===== src/rtl/fifo_hs_pkg.sv =====
package fifo_hs_pkg;

  // Edge flag: true near either end of the occupancy range.
  function automatic logic afe_of(input int unsigned n,
                                  input int unsigned depth,
                                  input int unsigned gap);
    return (n <= gap) || (n >= depth - gap);
  endfunction

  // Half flag: true at half capacity or above.
  function automatic logic hf_of(input int unsigned n,
                                 input int unsigned depth);
    return n >= depth / 2;
  endfunction

endpackage


===== src/rtl/fifo_hs_ctrl.sv =====
module fifo_hs_ctrl #(
  parameter int DEPTH = 64,
  parameter int CW    = 7,
  parameter int PW    = 6
) (
  input  logic          clk,
  input  logic          rst_n,
  input  logic          shift_in,
  input  logic          shift_out,
  output logic          wr_acc,
  output logic          rd_acc,
  output logic [PW-1:0] wr_ptr,
  output logic [PW-1:0] rd_ptr,
  output logic [CW-1:0] count,
  output logic [CW-1:0] count_nxt,
  output logic          in_ready,
  output logic          out_ready
);

  localparam logic [CW-1:0] FULL_CNT = CW'(DEPTH);
  localparam logic [PW-1:0] LAST_PTR = PW'(DEPTH - 1);

  // Readiness is a decode of the registered count.
  assign in_ready  = (count != FULL_CNT);
  assign out_ready = (count != '0);

  // A strobe is accepted only when the matching side is ready.
  assign wr_acc = shift_in  & in_ready;
  assign rd_acc = shift_out & out_ready;

  always_comb begin
    unique case ({wr_acc, rd_acc})
      2'b10:   count_nxt = count + 1'b1;
      2'b01:   count_nxt = count - 1'b1;
      default: count_nxt = count;
    endcase
  end

  always_ff @(posedge clk or negedge rst_n) begin
    if (!rst_n) begin
      count  <= '0;
      wr_ptr <= '0;
      rd_ptr <= '0;
    end else begin
      count <= count_nxt;
      if (wr_acc) wr_ptr <= (wr_ptr == LAST_PTR) ? '0 : wr_ptr + 1'b1;
      if (rd_acc) rd_ptr <= (rd_ptr == LAST_PTR) ? '0 : rd_ptr + 1'b1;
    end
  end


  no_overflow_chk: assert property (@(posedge clk) disable iff (!rst_n)
    count <= FULL_CNT);


  full_write_ignored_chk: assert property (@(posedge clk) disable iff (!rst_n)
    (shift_in && !in_ready && !shift_out) |=> $stable(count));


  empty_read_ignored_chk: assert property (@(posedge clk) disable iff (!rst_n)
    (shift_out && !out_ready && !shift_in) |=> $stable(count));


  both_keep_count_chk: assert property (@(posedge clk) disable iff (!rst_n)
    (wr_acc && rd_acc) |=> $stable(count));


  count_step_chk: assert property (@(posedge clk) disable iff (!rst_n)
    (wr_acc && !rd_acc) |=> (count == $past(count) + 1'b1));

endmodule


===== src/rtl/fifo_hs_store.sv =====
module fifo_hs_store #(
  parameter int DEPTH = 64,
  parameter int WIDTH = 9,
  parameter int PW    = 6
) (
  input  logic             clk,
  input  logic             wr_en,
  input  logic [PW-1:0]    wr_ptr,
  input  logic [WIDTH-1:0] wr_word,
  input  logic [PW-1:0]    rd_ptr,
  output logic [WIDTH-1:0] rd_word
);

  logic [WIDTH-1:0] mem [DEPTH];

  // Storage needs no reset: the top gates the output while the buffer is empty.
  always_ff @(posedge clk) begin
    if (wr_en) mem[wr_ptr] <= wr_word;
  end

  // Fall-through read port: the head word is visible without a command.
  assign rd_word = mem[rd_ptr];

endmodule


===== src/rtl/fifo_hs_flags.sv =====
module fifo_hs_flags #(
  parameter int DEPTH = 64,
  parameter int GAP   = 8,
  parameter int CW    = 7
) (
  input  logic          clk,
  input  logic          rst_n,
  input  logic [CW-1:0] count,
  input  logic [CW-1:0] count_nxt,
  input  logic          wr_acc,
  input  logic          rd_acc,
  output logic          afe_flag,
  output logic          hf_flag
);
  import fifo_hs_pkg::*;

  // Flags are decoded from the next count, so they change on the same edge as the count.
  always_ff @(posedge clk or negedge rst_n) begin
    if (!rst_n) begin
      afe_flag <= 1'b1;
      hf_flag  <= 1'b0;
    end else begin
      afe_flag <= afe_of(int'(count_nxt), DEPTH, GAP);
      hf_flag  <= hf_of(int'(count_nxt), DEPTH);
    end
  end


  afe_track_chk: assert property (@(posedge clk) disable iff (!rst_n)
    afe_flag == afe_of(int'(count), DEPTH, GAP));


  hf_rise_chk: assert property (@(posedge clk) disable iff (!rst_n)
    $rose(hf_flag) |-> $past(wr_acc));


  hf_fall_chk: assert property (@(posedge clk) disable iff (!rst_n)
    $fell(hf_flag) |-> $past(rd_acc));

endmodule


===== src/rtl/fifo_hs.sv =====
module fifo_hs #(
  parameter int DEPTH = 64,
  parameter int WIDTH = 9,
  parameter int GAP   = 8
) (
  input  logic             clk,
  input  logic             rst_n,
  input  logic             shift_in,
  input  logic [WIDTH-1:0] din,
  output logic             in_ready,
  input  logic             shift_out,
  output logic             out_ready,
  input  logic             oe,
  output logic [WIDTH-1:0] dout,
  output logic             afe_flag,
  output logic             hf_flag
);

  localparam int CW = $clog2(DEPTH + 1);
  localparam int PW = $clog2(DEPTH);

  logic          wr_acc;
  logic          rd_acc;
  logic [PW-1:0] wr_ptr;
  logic [PW-1:0] rd_ptr;
  logic [CW-1:0] count;
  logic [CW-1:0] count_nxt;
  logic [WIDTH-1:0] head_word;

  fifo_hs_ctrl #(.DEPTH(DEPTH), .CW(CW), .PW(PW)) ctrl_i (
    .clk(clk), .rst_n(rst_n), .shift_in(shift_in), .shift_out(shift_out),
    .wr_acc(wr_acc), .rd_acc(rd_acc), .wr_ptr(wr_ptr), .rd_ptr(rd_ptr),
    .count(count), .count_nxt(count_nxt),
    .in_ready(in_ready), .out_ready(out_ready)
  );

  fifo_hs_store #(.DEPTH(DEPTH), .WIDTH(WIDTH), .PW(PW)) store_i (
    .clk(clk), .wr_en(wr_acc), .wr_ptr(wr_ptr), .wr_word(din),
    .rd_ptr(rd_ptr), .rd_word(head_word)
  );

  fifo_hs_flags #(.DEPTH(DEPTH), .GAP(GAP), .CW(CW)) flags_i (
    .clk(clk), .rst_n(rst_n), .count(count), .count_nxt(count_nxt),
    .wr_acc(wr_acc), .rd_acc(rd_acc),
    .afe_flag(afe_flag), .hf_flag(hf_flag)
  );

  // Output is zero when disabled or when there is no head word.
  assign dout = (oe && out_ready) ? head_word : '0;


  head_stable_chk: assert property (@(posedge clk) disable iff (!rst_n)
    (oe && out_ready && !rd_acc) |=> (!oe || dout == $past(dout)));


  oe_zero_chk: assert property (@(posedge clk) disable iff (!rst_n)
    !oe |-> (dout == '0));


  empty_zero_chk: assert property (@(posedge clk) disable iff (!rst_n)
    !out_ready |-> (dout == '0));

endmodule


===== config.mk =====
export PLATFORM = sky130hd
export DESIGN_NAME = fifo_hs
export DESIGN_NICKNAME = d
export VERILOG_FILES = /design/src/rtl/fifo_hs_pkg.sv /design/src/rtl/fifo_hs_ctrl.sv /design/src/rtl/fifo_hs_store.sv /design/src/rtl/fifo_hs_flags.sv /design/src/rtl/fifo_hs.sv
export SDC_FILE = /design/constraint.sdc
export NUM_CORES = 1
export LEC_CHECK = 0
export ABC_AREA = 1
export ABC_CLOCK_PERIOD_IN_PS = 3400
export BUFFER_PORTS_ARGS = -buffer_cell sky130_fd_sc_hd__buf_2
export CORE_MARGIN = 2
export CORE_UTILIZATION = 34
export DETAILED_ROUTE_END_ITERATION = 10
export GPL_TIMING_DRIVEN = 0
export HOLD_SLACK_MARGIN = 0.08
export PLACE_DENSITY = 0.56
export SYNTH_ARGS = -nofsm -noshare
export SYNTH_HDL_FRONTEND = slang
export SYNTH_SLANG_ARGS = --single-unit

===== constraint.sdc =====
create_clock -name clk -period 3.4 [get_ports clk]
set_clock_uncertainty 0.2 [all_clocks]
set_input_delay 0.51 -clock clk [delete_from_list [all_inputs] [get_ports clk]]
set_output_delay 0.51 -clock clk [all_outputs]
set_load 0.03 [all_outputs]

; Word-level counts from Yosys, hierarchy flattened
; Memories as Yosys holds them, arrays and structs flattened.
; Index checks and enable logic that the tools add are counted.
[word_totals]
regBits = 21
ram_bits = 576
elab_cells = 29
mem_count = 1
[op_classes]
addsub = 4
n_lt_le_gt_ge = 3
eq_ne = 5
n_mux = 6
bitwise_logic = 2
reduce_logical = 3
[mem_list]
columns = name, words, width, read_ports, rd_clocked_by_memory_dff, write_ports, line_no
row1 = store_i.mem, 64, 9, 1, 0, 1, fifo_hs_store.sv:14  ; logic [WIDTH-1:0] mem [DEPTH];
[ops]
columns = cell, n
row1 = >= comparator 7 x 6 -> 1 bit (second input constant), 2
row2 = one-hot mux 7 bit (2 select lines), 1
row3 = adder 6 x 1 -> 6 bit (second input constant), 2
row4 = equality test 6 bit (second input constant), 2
row5 = 2-to-1 mux 6 bit, 2
row6 = 2-to-1 mux 9 bit, 1
row7 = adder 7 x 1 -> 7 bit (second input constant), 1
row8 = <= comparator 7 x 4 -> 1 bit (second input constant), 1
row9 = inequality test 7 bit (second input constant), 1
row10 = nonzero test 7 bit, 1
row11 = subtractor 7 x 1 -> 7 bit (second input constant), 1
row12 = AND 1 bit, 2
row13 = equality test 2 x 1 -> 1 bit (second input constant), 1
row14 = equality test 2 bit (second input constant), 1
row15 = 2-to-1 mux 1 bit, 2
row16 = logical AND 1 bit, 1
row17 = logical OR 1 bit, 1

; Depth between registers and ports, before layout
[logic_depth]
depth_word = 6
mapped_depth = 20

; Hierarchy
; A second synthesis with hierarchy kept.
[hier_totals]
cells_unflattened = 2211
hier_area_um2 = 25062.8
[modules_own_cells]
columns = mod, instances, cells_each, area_per_inst_um2
row1 = fifo_hs_store, 1, 2007, 23618.9
row2 = fifo_hs_ctrl, 1, 170, 1263.7
row3 = fifo_hs_flags, 1, 15, 106.4
row4 = fifo_hs, 1, 19, 73.8

; Worst setup path after synthesis
; Ideal clock, no wire load.
[synth_timing]
path_kind = register to output
startpoint = register ctrl_i.rd_ptr[0]
endpoint = output port dout[3]
arrival_ps = 2077
path_slack_ps = 613
stages_incl_launch_ff = 11
cell_sequence = dfrtp_1 -> buf_4 -> inv_2 -> buf_2 -> clkbuf_1 -> nor2_1 -> o22ai_1 -> nand2_1 -> nand3_1 -> nand2_1 -> a31oi_1
[synth_via]
elab_chain_len = 2
[synth_rtl]
columns = element, line_no
row1 = "start, declared", fifo_hs_ctrl.sv:13  ; output logic [PW-1:0] rd_ptr,
row2 = "start signal, assigned", fifo_hs_ctrl.sv:47  ; if (rd_acc) rd_ptr <= (rd_ptr == LAST_PTR) ? '0 : rd_ptr + 1'b1;
row3 = memory read (64 x 9 bit), --
row4 = 2-to-1 mux 9 bit, fifo_hs.sv:49  ; assign dout = (oe && out_ready) ? head_word : '0;
row5 = "end, declared", fifo_hs.sv:14  ; output logic [WIDTH-1:0] dout,
; Every way passes these cells.

; Final worst setup path
[layout_timing]
startpoint = register ctrl_i.rd_ptr[3]
endpoint = output port dout[1]
; The elaborated chain is that of the path after synthesis.

==> impl_results.md <==
* Num CTS Buffers at 57
* Max FO, Critical Path at 10
* Total power at 24.3 mW
* DIE AREA at roughly 73000 um2
* Unrepaired setup endpoints after global routing: true
* Max-slew headroom at around 6.8%
* Vias at between 15000 and 20000
* Total Routing Usage GR at between 20% and 30%
* Critical path type: reg2out
* Reg clk slew, reported paths at around 0.06 ns
* Synth Instances at 1892
* Slowest cell delay on critical path at ~0.43 ns
* Detailed Route Iter0 Violations at ~2700
* Num rows at just under 100
* Ys Warns at 0
* Final Hold Fails at 0
* Post-Syn Area at about 24000 um2
* Synthesized net count at 1910
* Largest net degree at the start of global routing at 65
* Post-synthesis cell type count at 38
* Clk_lat worst skew at around 0.63 ns
* Multi-input gate area at ~6300 um2
* Die Ht at between 200 and 300 um
* Fmax at about 260 MHz
* CP delay by family, top: buffers and inverters
* Slowest cell on crit path: clkbuf_2
* DPL Wire Length at about 55 mm
* Gp weighted congestion at 0.969
* Sequential fraction of the synthesis area at between 70% and 80%
* Final routed DRC violation total at 0
* Diodes inserted at 0
* Pins over their slew limit at 0
* H-tree depth at 2
* Startpoint Class: flip-flop
* Area delta synth->final at 20.2%
* TritonCTS clock tree: done
* First-pass DRT Iterations at 6
* Core box area at between 70000 and 80000 um2
* GRT overflow at 0
* CP Capture Type: output port
* Layout cell share with drive strength beyond 1 at 20.4%
* Sequential cell area at about 18000 um2
* I/O pin count at 27
* Via/cell ratio at about 5.7
* DP Worst Slack at -0.895 ns
* Final min period at between 3 and 4 ns
* Final worst-path cycle share at 111%
* WP buf/inv at 4
* Post-Route WL at 86.1 mm
* Leakage power at about 9.4 nW
* Most frequent cells in the layout: edfxtp_1, nor2_1, o21ai_0
* WP data required at roughly 2.7 ns
* CTS Root Cell: clkbuf_16
* Worst vdd ir at between 0.4 and 0.5 mV
* Layout fillers at 6412
* First-pass GRT wire length at about 120 mm
* Tightest Hold Check Type: in2async
* Avg Inst Size Synth at about 13 um2
* Sum of negative setup slack at -5.13 ns
* Input/output buffers at 26
* Violated checks: negative setup slack
* MaxCap Viol Count at 0
* Commonest non-fill, non-tap cell in the layout: edfxtp_1
* Fin Hold WS at a little over 0.2 ns
* FF+latch count, synth at around 600
* # setup viols final at a little over 60
* Status: finished with violations
* CP arrival at roughly 3.1 ns
* PD cells at between 800 and 900 nW/um2
* Max Root-Sink Buffers at 3
* CTS sink cnt at slightly below 600
* Critical path's most frequent cell: clkbuf_2
* Vias in the first global route at approximately 16000
* Initial Util at about a third
* Final Worst Setup Slack at -0.386 ns
* Critical Path, Cell by Cell: inv_1 -> clkbuf_2 -> clkbuf_2 -> o211ai_1 -> nand3_1 -> nand3_2 -> a21oi_4 -> buf_6
* Antenna viol nets, final at 0
* Horiz. Die Dim at 270 um
* Initial antenna violation count at 3
* DR WL/cell at 28.9 um
* Nets at 2015
* Slew @ Worst Pin at 1.40 ns
==> stage by stage <==
stage,area (um2),util (%),std cells
after detailed placement,25400,36.3,2859
after floorplan,24100,-,1892
after CTS,28600,40.9,2975
after global routing,28900,41.3,2982
final,28900,41.3,2982
after global placement,25400,36.3,2858
==> synthesized netlist by cell type (all sizes together) <==
cell type  number  area (um2)
dfstp           1        26.3
o22ai          88         551
edfxtp        576       17300
o21a            1        7.51
ha              4        50.1
nor3            6        35.0
xnor2           1        8.76
nor2          374        1430
o211ai         17         128
a21oi          26         130
nor3b           1        7.51
dfrtp          20         500
inv            34         128
a31oi           6        37.5
nand3          92         480
clkinv          6        22.5
o21ai         300        1510
nand4          13        81.3
o221ai         56         490
nand3b          1        7.51
buf            35         195
nand2         144         581
clkbuf         84         325
xor2            5        43.8
o31ai           1        7.51
==> sequential cells by signal, indices dropped and copies added, names as in the netlist <==
| signal | cells |
|---|---|
| store_i.mem | 576 |
| ctrl_i.rd_ptr | 6 |
| flags_i.hf_flag | 1 |
| ctrl_i.wr_ptr | 6 |
| ctrl_i.count | 7 |
| flags_i.afe_flag | 1 |
==> what timing repair did <==
item                                    CTS  global route
hold buffers                              1             0
pin swaps                                50            24
setup buffers                             9             5
endpoints found under the setup margin  206           173
cloned                                    3             1
gates resized for setup                 341            91
endpoints found under the hold margin    21             0
==> final timing paths <==
kind | end | depth (start not counted) | slack (ns) | from
worst max-delay path | dout[1] | 8 | -0.39 | ctrl_i.rd_ptr[3]
worst min-delay path | flags_i.hf_flag | 2 | 0.21 | rst_n
worst max register to register | store_i.mem[49][3] | 7 | -0.10 | ctrl_i.count[0]
worst min register to register | ctrl_i.wr_ptr[4] | 1 | 0.38 | ctrl_i.wr_ptr[4]
max in group asynchronous | ctrl_i.count[1] | 2 | 2.40 | rst_n
min in group clk | ctrl_i.wr_ptr[0] | 5 | 0.26 | shift_in
==> per-layer routing <==
metal  track usage, %  part of all wire, %  vias to the layer above  wire (um)
met5                0                    0                        -          0
met4             12.6                  6.3                        0       5400
met3             4.69                  9.5                      210       8160
met2             36.2                   45                     1027      39000
met1             30.5                   39                     8617      33600
li1                 -                    -                     7259          -
==> kinds of logic (layout without fill, tap and decap cells) <==
logic type,after synthesis,count (layout),share of synthesized area [%]
adder cells (fa/ha/maj),4,4,0.208
buffers and inverters,159,309,2.78
XOR/XNOR,6,6,0.218
flip-flops,597,597,74.0
AND/OR/NAND/NOR,631,631,10.9
AO/OA/AOI/OAI,495,495,11.9
==> cell type report <==
type | count | area share, %
Sequential cell | 597 | 61.6
Multi-Input combinational cell | 1136 | 21.8
Clock buffer | 67 | 5.06
Tap cell | 940 | 4.06
Buffer | 118 | 3.76
Timing Repair Buffer | 47 | 1.72
Clock inverter | 37 | 1.41
Inverter | 40 | 0.566
==> where the power goes <==
group | switching (mW) | internal (mW) | total, mW
clock network | 2.81 | 3.69 | 6.50
registers | 0.194 | 8.42 | 8.61
logic | 6.51 | 2.64 | 9.15
total | 9.51 | 14.7 | 24.3
No activity file was read; power rests on OpenSTA's default activity.
